--- src/rtl/uframe_irq_pkg.sv ---
package uframe_irq_pkg;
  localparam int unsigned THR_W   = 8;
  localparam int unsigned THR_RST = 8;

  // legal: nonzero power of two not above max_thr
  function automatic logic thr_legal(input logic [THR_W-1:0] code,
                                     input int unsigned max_thr);
    return (code != '0) && (int'(code) <= int'(max_thr)) &&
           ((code & (code - THR_W'(1))) == '0);
  endfunction

  // next counter value extended to threshold width
  function automatic logic [THR_W-1:0] cnt_next(input logic [THR_W-1:0] cnt);
    return cnt + THR_W'(1);
  endfunction
endpackage

--- src/rtl/uframe_thr_reg.sv ---
module uframe_thr_reg
  import uframe_irq_pkg::*;
#(
  parameter int unsigned MAX_THR = 64
) (
  input  logic             clk,
  input  logic             rst_n,
  input  logic             halted,
  input  logic [THR_W-1:0] thr_code,
  output logic [THR_W-1:0] thr_q,
  output logic             err_q
);
  logic differs, legal, adopt, reject;

  assign differs = (thr_code != thr_q);
  assign legal   = thr_legal(thr_code, MAX_THR);
  assign adopt   = differs && halted && legal;
  assign reject  = differs && !(halted && legal);

  always_ff @(posedge clk or negedge rst_n) begin
    if (!rst_n) begin
      thr_q <= THR_W'(THR_RST);
      err_q <= 1'b0;
    end else begin
      if (adopt) thr_q <= thr_code;
      err_q <= reject;
    end
  end

  p_thr_always_legal_r2: assert property (@(posedge clk) disable iff (!rst_n)
    thr_legal(thr_q, MAX_THR));
  p_run_frozen_r4: assert property (@(posedge clk) disable iff (!rst_n)
    !halted |=> $stable(thr_q));
  p_reject_flags_r3: assert property (@(posedge clk) disable iff (!rst_n)
    reject |=> (err_q && $stable(thr_q)));
  p_match_clears_r10: assert property (@(posedge clk) disable iff (!rst_n)
    !differs |=> !err_q);
endmodule

--- src/rtl/uframe_counter.sv ---
module uframe_counter
  import uframe_irq_pkg::*;
#(
  parameter int unsigned MAX_THR = 64,
  localparam int unsigned CNT_W = $clog2(MAX_THR + 1)
) (
  input  logic             clk,
  input  logic             rst_n,
  input  logic             halted,
  input  logic             tick,
  input  logic [THR_W-1:0] thr,
  output logic             bnd
);
  logic [CNT_W-1:0] cnt;

  assign bnd = tick && !halted && (cnt_next(THR_W'(cnt)) == thr);

  always_ff @(posedge clk or negedge rst_n) begin
    if (!rst_n)      cnt <= '0;
    else if (halted) cnt <= '0;
    else if (tick)   cnt <= bnd ? '0 : cnt + CNT_W'(1);
  end

  p_cnt_below_thr_r5: assert property (@(posedge clk) disable iff (!rst_n)
    THR_W'(cnt) < thr);
  p_halt_zero_r6: assert property (@(posedge clk) disable iff (!rst_n)
    halted |=> (cnt == '0));
  p_no_bnd_halted_r6: assert property (@(posedge clk) disable iff (!rst_n)
    halted |-> !bnd);
endmodule

--- src/rtl/uframe_irq_gate.sv ---
module uframe_irq_gate #(
  parameter int unsigned NSRC = 6
) (
  input  logic            clk,
  input  logic            rst_n,
  input  logic            bnd,
  input  logic [NSRC-1:0] enable,
  input  logic [NSRC-1:0] evt_set,
  input  logic [NSRC-1:0] evt_clr,
  output logic [NSRC-1:0] status_q,
  output logic            irq_q
);
  logic [NSRC-1:0] status_nxt;
  logic            pend_nxt;

  assign status_nxt = (status_q & ~evt_clr) | evt_set;
  assign pend_nxt   = |(status_nxt & enable);

  always_ff @(posedge clk or negedge rst_n) begin
    if (!rst_n) begin
      status_q <= '0;
      irq_q    <= 1'b0;
    end else begin
      status_q <= status_nxt;
      irq_q    <= pend_nxt && (irq_q || bnd);
    end
  end

  p_irq_rise_on_bnd_r7: assert property (@(posedge clk) disable iff (!rst_n)
    $rose(irq_q) |-> $past(bnd));
  p_irq_hold_r8: assert property (@(posedge clk) disable iff (!rst_n)
    (irq_q && pend_nxt) |=> irq_q);
  p_irq_drop_r8: assert property (@(posedge clk) disable iff (!rst_n)
    !pend_nxt |=> !irq_q);
  p_set_wins_r9: assert property (@(posedge clk) disable iff (!rst_n)
    (evt_set != '0) |=> ((status_q & $past(evt_set)) == $past(evt_set)));
endmodule

--- src/rtl/uframe_irq_moderator.sv ---
module uframe_irq_moderator
  import uframe_irq_pkg::*;
#(
  parameter int unsigned NSRC    = 6,
  parameter int unsigned MAX_THR = 64
) (
  input  logic            clk,
  input  logic            rst_n,
  input  logic            halted,
  input  logic            uframe_tick,
  input  logic [7:0]      thr_code,
  input  logic [NSRC-1:0] enable,
  input  logic [NSRC-1:0] evt_set,
  input  logic [NSRC-1:0] evt_clr,
  output logic [NSRC-1:0] status,
  output logic            irq,
  output logic [7:0]      thr_active,
  output logic            thr_err
);
  logic [THR_W-1:0] thr_q;
  logic             bnd;

  uframe_thr_reg #(.MAX_THR(MAX_THR)) u_thr (
    .clk(clk), .rst_n(rst_n), .halted(halted), .thr_code(thr_code),
    .thr_q(thr_q), .err_q(thr_err)
  );

  uframe_counter #(.MAX_THR(MAX_THR)) u_cnt (
    .clk(clk), .rst_n(rst_n), .halted(halted), .tick(uframe_tick),
    .thr(thr_q), .bnd(bnd)
  );

  uframe_irq_gate #(.NSRC(NSRC)) u_gate (
    .clk(clk), .rst_n(rst_n), .bnd(bnd), .enable(enable),
    .evt_set(evt_set), .evt_clr(evt_clr), .status_q(status), .irq_q(irq)
  );

  assign thr_active = thr_q;

  p_reset_default_r1: assert property (@(posedge clk)
    !rst_n |=> (thr_active == 8'd8 || rst_n));
endmodule

--- config.mk ---
export PLATFORM = sky130hd
export DESIGN_NAME = uframe_irq_moderator
export DESIGN_NICKNAME = d
export VERILOG_FILES = /design/src/rtl/uframe_irq_pkg.sv /design/src/rtl/uframe_thr_reg.sv /design/src/rtl/uframe_counter.sv /design/src/rtl/uframe_irq_gate.sv /design/src/rtl/uframe_irq_moderator.sv
export SDC_FILE = /design/constraint.sdc
export NUM_CORES = 1
export LEC_CHECK = 0
export CAP_MARGIN = 0
export CELL_PAD_IN_SITES_DETAIL_PLACEMENT = 0
export CELL_PAD_IN_SITES_GLOBAL_PLACEMENT = 1
export CORE_MARGIN = 8
export CORE_UTILIZATION = 31
export DETAILED_ROUTE_END_ITERATION = 16
export GPL_ROUTABILITY_DRIVEN = 0
export PLACE_DENSITY_LB_ADDON = 0.1
export SLEW_MARGIN = 20
export SYNTH_ARGS = -nofsm -noshare
export SYNTH_HDL_FRONTEND = slang
export SYNTH_SLANG_ARGS = --single-unit
--- constraint.sdc ---
create_clock -name clk -period 1.8 [get_ports clk]
set_input_delay 0.36 -clock clk [delete_from_list [all_inputs] [get_ports clk]]
set_output_delay 0.36 -clock clk [all_outputs]
set_load 0.005 [all_outputs]
After elaboration in Yosys (flattened, before gate mapping)
Index checks and enable logic that the tools add are counted.
{"block": "op_classes", "mux": 3, "magnitude_cmp": 1, "n_reduce_logical": 16, "bitwise": 5, "n_addsub": 3, "eq_ne": 2}
{"op": "$mux W7", "n": 3}
{"op": "$and A6 B6 Y6", "n": 2}
{"op": "$logic_and A1 B1 Y1", "n": 9}
{"op": "$add A7 B1 Y8 const B", "n": 1}
{"op": "$and A8 B8 Y8", "n": 1}
{"op": "$eq A8 B8 Y1", "n": 1}
{"op": "$le A8 B7 Y1 const B", "n": 1}
{"op": "$logic_not A8 Y1", "n": 1}
{"op": "$ne A8 B8 Y1", "n": 1}
{"op": "$reduce_bool A8 Y1", "n": 1}
{"op": "$sub A8 B1 Y8 const B", "n": 1}
{"op": "$add A7 B1 Y7 const B", "n": 1}
{"op": "$not A6 Y6", "n": 1}
{"op": "$or A6 B6 Y6", "n": 1}
{"op": "$reduce_or A6 Y1", "n": 1}
{"op": "$logic_not A1 Y1", "n": 2}
{"op": "$reduce_bool A2 Y1", "n": 1}
{"op": "$logic_or A1 B1 Y1", "n": 1}
{"block": "totals", "word_cells": 35, "ff_bits": 23, "out_inout_bits": 16, "in_bits": 30}

Logic depth before layout (Yosys ltp)
Gate-level depths: netlist of run 1.
{"block": "logic_depth", "depth_word": 7, "depth_mapped": 7}

Hierarchy
A second synthesis of run 1 with hierarchy kept.
{"block": "unflattened", "hier_cells": 135, "hier_area_um2": 1447.6}
{"mod": "uframe_counter", "cells_per_inst": 66, "n_inst": 1, "seq_area_each_um2": 175.2, "area_per_inst_um2": 624.3}
{"mod": "uframe_thr_reg", "cells_per_inst": 42, "n_inst": 1, "seq_area_each_um2": 226.5, "area_per_inst_um2": 530.5}
{"mod": "uframe_irq_gate", "cells_per_inst": 27, "n_inst": 1, "seq_area_each_um2": 175.2, "area_per_inst_um2": 292.8}

Least setup slack after synthesis of run 1
Ideal clock, no wire load.
{"block": "synth_path", "path_type": "reg2reg", "start": "register u_cnt.cnt[0]", "end": "register u_cnt.cnt[1]", "n_path_buf": 0, "stages_incl_launch_ff": 7, "synth_period_minus_slack_ns": 1.889, "t_arrival_ns": 1.743, "setup_slack_ns": -0.089, "required_time_ns": 1.654, "path_cell_list": "dfrtp_1 ha_1 xor2_1 o2111ai_1 o21ai_0 nor4_4 o32ai_1"}
{"block": "synth_via", "elab_chain_cells": 6, "word_cells_on_any_way": 7, "classes_between": "2 x add/sub; 1 x eq/ne; 3 x mux; 1 x reduce/logical"}
{"element": "start, declared", "line_no": "uframe_counter.sv:14", "source": "logic [CNT_W-1:0] cnt;"}
{"element": "start signal, assigned", "line_no": "uframe_counter.sv:21", "source": "else if (tick) cnt <= bnd ? '0 : cnt + CNT_W'(1);"}
{"element": "$add A7 B1 Y8", "line_no": "uframe_irq_pkg.sv:14", "source": "return cnt + THR_W'(1);"}
{"element": "$eq A8 B8 Y1", "line_no": "uframe_counter.sv:16", "source": "assign bnd = tick && !halted && (cnt_next(THR_W'(cnt)) == thr);"}
{"element": "$logic_and A1 B1 Y1", "line_no": "uframe_counter.sv:16"}
{"element": "$mux W7 * (2 in a row)", "line_no": "uframe_counter.sv:21"}
{"element": "$mux W7 *", "line_no": "uframe_counter.sv:20", "source": "else if (halted) cnt <= '0;"}
Mark *: on every way between the ends. The rest lies on a longest branch, timed or not. The select of a mux whose other input is x is not followed.
A chain may end at the register's enable or synchronous reset.

Worst setup path after layout of run 1
{"block": "layout_path", "start": "input port thr_code[0]", "end": "register u_thr.thr_q[0]"}
{"block": "layout_via", "elab_chain_cells": 5, "word_cells_on_any_way": 10, "classes_between": "1 x add/sub; 1 x order compare; 1 x eq/ne; 1 x bitwise; 6 x reduce/logical"}
{"element": "start, declared", "line_no": "uframe_irq_moderator.sv:11", "source": "input logic [7:0] thr_code,"}
{"element": "$sub A8 B1 Y8", "line_no": "uframe_irq_pkg.sv:9", "source": "((code & (code - THR_W'(1))) == '0);"}
{"element": "$and A8 B8 Y8", "line_no": "uframe_irq_pkg.sv:9"}
{"element": "$logic_not A8 Y1", "line_no": "uframe_irq_pkg.sv:9"}
{"element": "$logic_and A1 B1 Y1", "line_no": "uframe_irq_pkg.sv:8", "source": "return (code != '0) && (int'(code) <= int'(max_thr)) &&"}
{"element": "$logic_and A1 B1 Y1", "line_no": "uframe_thr_reg.sv:17", "source": "assign adopt = differs && halted && legal;"}
{"element": "end signal, assigned", "line_no": "uframe_thr_reg.sv:22", "source": "thr_q <= THR_W'(THR_RST);"}
{"element": "end signal, assigned", "line_no": "uframe_thr_reg.sv:25", "source": "if (adopt) thr_q <= thr_code;"}
{"element": "end, declared", "line_no": "uframe_thr_reg.sv:10", "source": "output logic [THR_W-1:0] thr_q,"}
Parallel ways exist; a longest one is shown, timed or not.

==> metrics.log, run 1 <==
INFO  metric worstRegToRegCells = 6
INFO  metric post_cts_hold_buffer_count = 0
INFO  metric hold_path_depth = 2
INFO  metric timing.critical_path.from_type = input port
INFO  metric vdd.ir_drop.worst = 0.347 mV
INFO  metric coreArea = 4380 sq um
INFO  metric number_of_nets_in_the_layout = between 200 and 300
INFO  metric cts.clk_slew.worst_paths = 90 ps
INFO  metric cp_data_required_time = 1960 ps
INFO  metric finalSetupViolations = 0
INFO  metric synth_fp_nets = 171
INFO  metric slew-limit-headroom = 76.8%
INFO  metric fill_cells = between 300 and 400
INFO  metric post-route-cell-area = 2340 sq um
INFO  metric clock_skew = between 7 and 8 ps
INFO  metric antenna_cells_inserted = 0
INFO  metric timing_worst_slew_pin_value = 345 ps
INFO  metric cts_inserted_buffers = 3
INFO  metric flops_latches_synth = 23
INFO  metric cts.path.max_buffers = 2
INFO  metric critical_path.reg2reg.startpoint = u_thr.thr_q[3]
INFO  metric post_dp_cell_area = between 2000 and 2500 sq um
INFO  metric worst_setup_path_end_kind = register
INFO  metric critical_path_class = in2reg
INFO  metric power.density = 680 nW/um^2
INFO  metric reg_to_reg_end = u_cnt.cnt[4]
INFO  metric fin_hold_ws = 424 ps
INFO  metric synth_area_leader_cell = sky130_fd_sc_hd__dfrtp_1
INFO  metric seqCellArea = 582 sq um
INFO  metric r2r_slack = 60 ps
INFO  metric global_route.overflow_total = 0
INFO  metric timing.hold.worst_endpoint = u_thr.thr_q[5]
INFO  metric post_synth_inst_count = 140
INFO  metric grt_setup_unrepaired = true
INFO  metric syn-cell-area = about 1400 sq um
INFO  metric place.port_buffers = 45
INFO  metric netlist_top_cells_area = sky130_fd_sc_hd__dfrtp_1 39%, sky130_fd_sc_hd__xor2_1 7.4%, sky130_fd_sc_hd__mux2_2 6.4%, sky130_fd_sc_hd__a21o_1 3.2%, sky130_fd_sc_hd__o32ai_1 3.1%
INFO  metric fin_crit = about 1800 ps
INFO  metric routed_wire_length_per_instance = 16.0 um
INFO  metric clock_sinks = 23
INFO  metric grt_pass1_wl = 6800 um
INFO  metric synth_edf_count = 0
INFO  metric drt_drc_violations_left = 0
INFO  metric grt_start_max_net_pins = 24
INFO  metric p_total = around 1600 uW
INFO  metric via_count_of_the_first_global_routing_pass = 1,479
INFO  metric drtIter0Drc = ~50
INFO  metric timing.final.hold_violations = 0
INFO  metric multi_input_area = 917 sq um
INFO  metric syn_area_per_cell = just over 10 sq um
INFO  metric avgViaCountPerCell = 5.03
INFO  metric layout-area-overhead-vs-synth = 65.1%
INFO  metric clk-insertion-delay-late = 270 ps
INFO  metric ratio_of_final_minimum_period_to_clock_period = 97.3%
INFO  metric design.die.area = 6990 sq um
INFO  metric setup-tns-final = 0 ps
INFO  metric timing.hold.worst.class = in2reg
INFO  metric final_max_slew_viol_count = 0
INFO  metric floorplan.rows = 24
INFO  metric detail_route.wirelength = 4340 um
INFO  metric drtPass1Iterations = 4
INFO  metric place_hpwl = about 3300 um
INFO  metric hold_start = thr_code[5]
INFO  metric yosysUniqueCellTypes = 45
INFO  metric drtAntennaViolNets = 0
INFO  metric drive_gt1_share = 36.5%
INFO  metric clock.fmax = 571 MHz
INFO  metric run_status = finished, final reports clean
INFO  metric die_h = around 84 um
INFO  metric top_level_ports = 46
INFO  metric crit_path_max_fanout = 8
INFO  metric grt_antenna_before_repair = 0
INFO  metric async_reset_ff_share = 100%
INFO  metric maxCapViolations = 0
INFO  metric ys_seq_area_share = between 40% and 50%
INFO  metric floorplan.initialDensity = 32.3%
INFO  metric yosysWarnings = 0
INFO  metric synthTopCellsByCount = 22 x sky130_fd_sc_hd__dfrtp_1, 12 x sky130_fd_sc_hd__xor2_1, 8 x sky130_fd_sc_hd__mux2_2, 8 x sky130_fd_sc_hd__nand2_1, 7 x sky130_fd_sc_hd__inv_1
INFO  metric worstPathArrival = 1910 ps
INFO  metric cts_max_level = 1
INFO  metric post-synth-top-count-cell = sky130_fd_sc_hd__dfrtp_1
INFO  metric ctsRootBufferMaster = sky130_fd_sc_hd__clkbuf_8
INFO  metric synth_top_cell_area_share = between 30% and 40%
INFO  metric dominantRegCellSynth = sky130_fd_sc_hd__dfrtp_1
INFO  metric die_width = 83.6 um
INFO  metric cts_tree = yes
INFO  metric leakage_power = 0.00101 uW
INFO  metric vias = 1,362
INFO  metric grt.total_usage = 11.5%
## worst max-delay path by stage
stage | from | to | slack, ps
finish | thr_code[0] | u_thr.thr_q[0] | 50
global route | u_thr.thr_q[3] | u_cnt.cnt[3] | -40
CTS | thr_code[7] | u_thr.thr_q[6] | 10
detailed placement | thr_code[0] | u_thr.thr_q[6] | -610
global placement | thr_code[0] | u_thr.thr_q[4] | -520
floorplan | u_cnt.cnt[2] | u_cnt.cnt[0] | 0.7
## cell usage in the layout (no fill, tap or decap), types with 3 or more instances in the layout
cell                              Yosys  final
sky130_fd_sc_hd__clkbuf_8             0      3
sky130_fd_sc_hd__clkdlybuf4s50_1      0     37
sky130_fd_sc_hd__buf_4                1     34
sky130_fd_sc_hd__a21oi_1              4      4
sky130_fd_sc_hd__nand2_1              8      7
sky130_fd_sc_hd__inv_1                7      7
sky130_fd_sc_hd__xnor2_2              0      3
sky130_fd_sc_hd__clkbuf_2             0      3
sky130_fd_sc_hd__mux2_4               0      4
sky130_fd_sc_hd__nor2_1               5      4
sky130_fd_sc_hd__xor2_1              12     10
sky130_fd_sc_hd__nand3_1              5      4
sky130_fd_sc_hd__a21o_1               6      6
sky130_fd_sc_hd__nand2b_1             6      6
sky130_fd_sc_hd__dfrtp_1             22     18
sky130_fd_sc_hd__dfrtp_2              0      4
sky130_fd_sc_hd__dlygate4sd2_1        0      4
sky130_fd_sc_hd__nor3b_2              0      3
sky130_fd_sc_hd__o32ai_1              5      5
sky130_fd_sc_hd__mux2_2               8      4
## routing by layer
layer | part of all wire, % | vias to the layer above | wire length, um | track usage, %
met3 | 4.7 | 4 | 203 | 2.83
met2 | 52 | 29 | 2270 | 21.7
met1 | 42 | 663 | 1830 | 12.4
met4 | 0.81 | 0 | 35 | 2.83
li1 | - | 666 | - | -
met5 | 0 | - | 0 | 0
## worst max-delay path: stages
cell and delay (ps):
sky130_fd_sc_hd__buf_2 140, sky130_fd_sc_hd__buf_4 140, sky130_fd_sc_hd__maj3_2 290, sky130_fd_sc_hd__o21a_1 200, sky130_fd_sc_hd__a211oi_2 290, sky130_fd_sc_hd__nand2_4 160
sky130_fd_sc_hd__mux2_4 320
## flip-flops by register name, summed over array words and instances, names as in the netlist
signal	cells
u_cnt.cnt	7
u_gate.irq_q	1
u_thr.err_q	1
u_thr.thr_q	8
u_gate.status_q	6
## power by group
part | switching (uW) | total (uW) | leakage [uW] | internal [uW]
clock | 177 | 335 | 0.0000228 | 158
combinational | 238 | 618 | 0.000707 | 380
sequential | 56.6 | 637 | 0.000280 | 581
## logic make-up (layout without fill, tap and decap cells)
group / after synthesis / in the layout / synth area share (%)
and+or+nand+nor: 46 / 46 / 19.8
buffers and inverters: 13 / 92 / 3.98
AOI/OAI and AO/OA: 29 / 29 / 15.6
xor gates and xnor gates: 17 / 17 / 10.5
adders and majority gates: 2 / 2 / 1.59
muxes: 10 / 10 / 7.77
DFF: 23 / 23 / 40.7
## through the flow
stage | util, % | std cells | setup WS [ps]
after floorplan | - | 140 | 0.704
after global placement | 48.9 | 263 | -521
after detailed placement | 48.9 | 263 | -611
after CTS | 51.7 | 270 | 9.88
after global routing | 53.3 | 271 | -39.2
final | 53.3 | 271 | 47.9
## timing repair
| action | 4_1_cts | 5_1_grt |
|---|---|---|
| pin swaps | 5 | 9 |
| setup buffers | 3 | 1 |
| setup endpoints to repair | 17 | 16 |
| resized for setup | 24 | 27 |
## area by class of cell
cell class,instances,area share [%]
clock buffer,4,1.93
inverter,7,1.12
tap,52,2.78
timing repair buffer,81,30.1
multi-input combinational,104,39.2
sequential,23,24.9
Power figures use the tool's default switching activity.
==> run 2, diff against run 1 <==
CORE_UTILIZATION = 32   (was 31)
CTS_BUF_LIST = sky130_fd_sc_hd__clkbuf_4   (was not set)
PLACE_DENSITY_LB_ADDON = 0.08   (was 0.1)
==> run 2 against run 1 <==
Against the previous run:
- register-to-register slack worse by 40 ps
- clock power down 26%
- sequential power about the same
- critical path depth unchanged
- worst setup slack worse by 32 ps
- via count down 2.9%
- global-route usage up 0.98 points
- critical endpoint is now u_cnt.cnt[5]
==> metrics.log, run 2 (synthesis gave the netlist of run 1 again) <==
INFO  metric power.density = 630 nW/um^2 (was 680 nW/um^2)
INFO  metric grt.total_usage = 12.5% (was 11.5%)
INFO  metric maxCapViolations = 0 (unchanged)
INFO  metric drive_gt1_share = 36.1% (was 36.5%)
INFO  metric place_hpwl = 3020 um (was 3300 um)
INFO  metric global_route.overflow_total = 0 (unchanged)
INFO  metric drtIter0Drc = 47 (was 51)
INFO  metric mostFrequentLayoutCells = 37 x sky130_fd_sc_hd__clkdlybuf4s50_1, 35 x sky130_fd_sc_hd__buf_4, 21 x sky130_fd_sc_hd__dfrtp_1, 11 x sky130_fd_sc_hd__xor2_1, 8 x sky130_fd_sc_hd__nand2_1 (was 37 x sky130_fd_sc_hd__clkdlybuf4s50_1, 34 x sky130_fd_sc_hd__buf_4, 18 x sky130_fd_sc_hd__dfrtp_1, 10 x sky130_fd_sc_hd__xor2_1)
INFO  metric timing.hold.worst.class = in2async (was in2reg)
INFO  metric routed_wire_length_per_instance = 15.1 um (was 16.0 um)
INFO  metric die_h = 82.5 um (was 83.6 um)
INFO  metric critical_path_class = reg2reg (was in2reg)
INFO  metric number_of_nets_in_the_layout = 251 (unchanged)
INFO  metric postLayoutCoreUtil = 54.8% (was 53.3%)
INFO  metric worst_setup_path_end_kind = register (unchanged)
INFO  metric design.die.area = 6810 sq um (was 6990 sq um)
INFO  metric critPathSlowestCell = sky130_fd_sc_hd__dfrtp_1 (was sky130_fd_sc_hd__mux2_4)
INFO  metric cts_tree = yes (unchanged)
INFO  metric timing.final.hold_violations = 0 (unchanged)
INFO  metric timing_worst_slew_pin_value = 326 ps (was 345 ps)
INFO  metric clock_sinks = 23 (unchanged)
INFO  metric crit_path_max_incr_delay = 460 ps (was 320 ps)
INFO  metric worstPathArrival = 1990 ps (was 1910 ps)
INFO  metric timing.critical_path.max_delay_family = flip-flops (was compound AO/OA/AOI/OAI gates)
INFO  metric grt_setup_unrepaired = true (unchanged)
INFO  metric buffering_stage_count_on_the_worst_path_with_inverters_included = 1 (was 2)
INFO  metric ratio_of_final_minimum_period_to_clock_period = 99.1% (was 97.3%)
INFO  metric slew-limit-headroom = 78.3% (was 76.8%)
INFO  metric regMostFlops = u_thr.thr_q (unchanged)
INFO  metric place.detailed.instances = 261 (was 263)
INFO  metric leakage_power = 0.00101 uW (about the same)
INFO  metric clk-insertion-delay-late = 320 ps (was 270 ps)
INFO  metric floorplan.initialDensity = 32.8% (was 32.3%)
INFO  metric cts.clk_slew.worst_paths = 140 ps (was 90 ps)
INFO  metric drt_drc_violations_left = 0 (unchanged)
INFO  metric fin_hold_ws = 381 ps (was 424 ps)
INFO  metric top_level_ports = 46 (unchanged)
INFO  metric grt_pass1_wl = 6680 um (was 6800 um)
INFO  metric vias = 1,322 (was 1,362)
INFO  metric critical_path.cell_chain = ha_4 -> xor2_2 -> o2111ai_2 -> o21ai_2 -> nor4_4 -> buf_6 -> o32ai_4 (was buf_2 -> buf_4 -> maj3_2 -> o21a_1 -> a211oi_2 -> nand2_4 -> mux2_4)
INFO  metric detail_route.wirelength = 4080 um (was 4340 um)
INFO  metric cp_data_required_time = 2000 ps (was 1960 ps)
INFO  metric timing.critical_path.from_type = register (was input port)
INFO  metric p_total = 1490 uW (was 1590 uW)
INFO  metric final_max_slew_viol_count = 0 (unchanged)
INFO  metric antenna_cells_inserted = 0 (unchanged)
INFO  metric via_count_of_the_first_global_routing_pass = 1,408 (was 1,479)
INFO  metric layout-area-overhead-vs-synth = 67.4% (was 65.1%)
INFO  metric pre_cts_slack = -601 ps (was -611 ps)
INFO  metric cts_inserted_buffers = 3 (unchanged)
INFO  metric crit_path_max_fanout = 7 (was 8)
INFO  metric number_of_flip_flops_under_the_largest_register_name = 8 (unchanged)
INFO  metric layout.cells.most_common = sky130_fd_sc_hd__clkdlybuf4s50_1 (unchanged)
INFO  metric fin_crit = 1780 ps (was 1750 ps)
INFO  metric layout.cells.non_filler = 271 (unchanged)
INFO  metric run_status = finished, final reports clean (unchanged)
INFO  metric drtPass1Iterations = 4 (unchanged)
INFO  metric clock_skew = 7.59 ps (was 7.12 ps)
INFO  metric vdd.ir_drop.worst = 0.480 mV (was 0.347 mV)
INFO  metric drtAntennaViolNets = 0 (unchanged)
INFO  metric cts_max_level = 1 (unchanged)
INFO  metric avgViaCountPerCell = 4.88 (was 5.03)
INFO  metric floorplan.rows = 24 (unchanged)
INFO  metric cts.path.max_buffers = 2 (unchanged)
INFO  metric die_width = 82.5 um (was 83.6 um)
INFO  metric coreArea = 4320 sq um (was 4380 sq um)
INFO  metric top_regs = u_thr.thr_q (8), u_cnt.cnt (7), u_gate.status_q (6) (unchanged)
INFO  metric timing.final.ws_setup = 15.6 ps (was 47.9 ps)
INFO  metric clock.fmax = 560 MHz (was 571 MHz)
INFO  metric grt_start_max_net_pins = 24 (unchanged)
INFO  metric grt_antenna_before_repair = 0 (unchanged)
INFO  metric finalSetupViolations = 0 (unchanged)
INFO  metric ctsRootBufferMaster = sky130_fd_sc_hd__clkbuf_4 (was sky130_fd_sc_hd__clkbuf_8)
INFO  metric place.port_buffers = 45 (unchanged)
-- run 2: final cells by class --
| cell class | instances | area, sq um |
|---|---|---|
| clock buffers | 3 | 22.5 |
| clock inverters | 1 | 5.00 |
| fillers | 394 | 1950 |
| inverters | 7 | 26.3 |
| multi-input cells | 104 | 958 |
| flip-flops and latches | 23 | 578 |
| well taps | 52 | 65.1 |
| repair buffers | 81 | 716 |
-- run 2: worst paths after layout --
kind,startpoint,end,slack [ps],cells after the start
max reg2reg,u_cnt.cnt[0],u_cnt.cnt[5],20,7
min reg2reg,u_gate.status_q[3],u_gate.status_q[3],520,1
max,u_cnt.cnt[0],u_cnt.cnt[5],20,7
min in group clk,thr_code[0],u_thr.thr_q[0],440,3
min,rst_n,u_cnt.cnt[6],380,2
max in group asynchronous,rst_n,u_thr.thr_q[3],1130,2
-- run 2: layer usage --
metal | part of all wire, % | vias up | global-route usage [%]
met3 | 9.3 | 2 | 3.46
met2 | 47 | 36 | 20.5
li1 | - | 663 | -
met5 | 0 | - | 0
met4 | 0.71 | 0 | 4.14
met1 | 43 | 621 | 15.5
-- run 2: timing repair --
action	CTS	global route
endpoints found under the setup margin	17	17
setup buffers	1	5
cloned	0	0
pin swaps	6	12
hold buffers	0	0
gates resized for setup	19	26
-- run 2: power by group --
part	switching (uW)	internal, uW
Sequential	58.4	579
Clock	165	83.1
Combinational	243	366
Total	467	1030
-- run 2: metrics by stage --
stage                     area, sq um  setup TNS (ps)
after detailed placement         2130           -5380
after global placement           2130           -5060
final                            2370               0
after CTS                        2210               0
after floorplan                  1420               0
after global routing             2370            -457
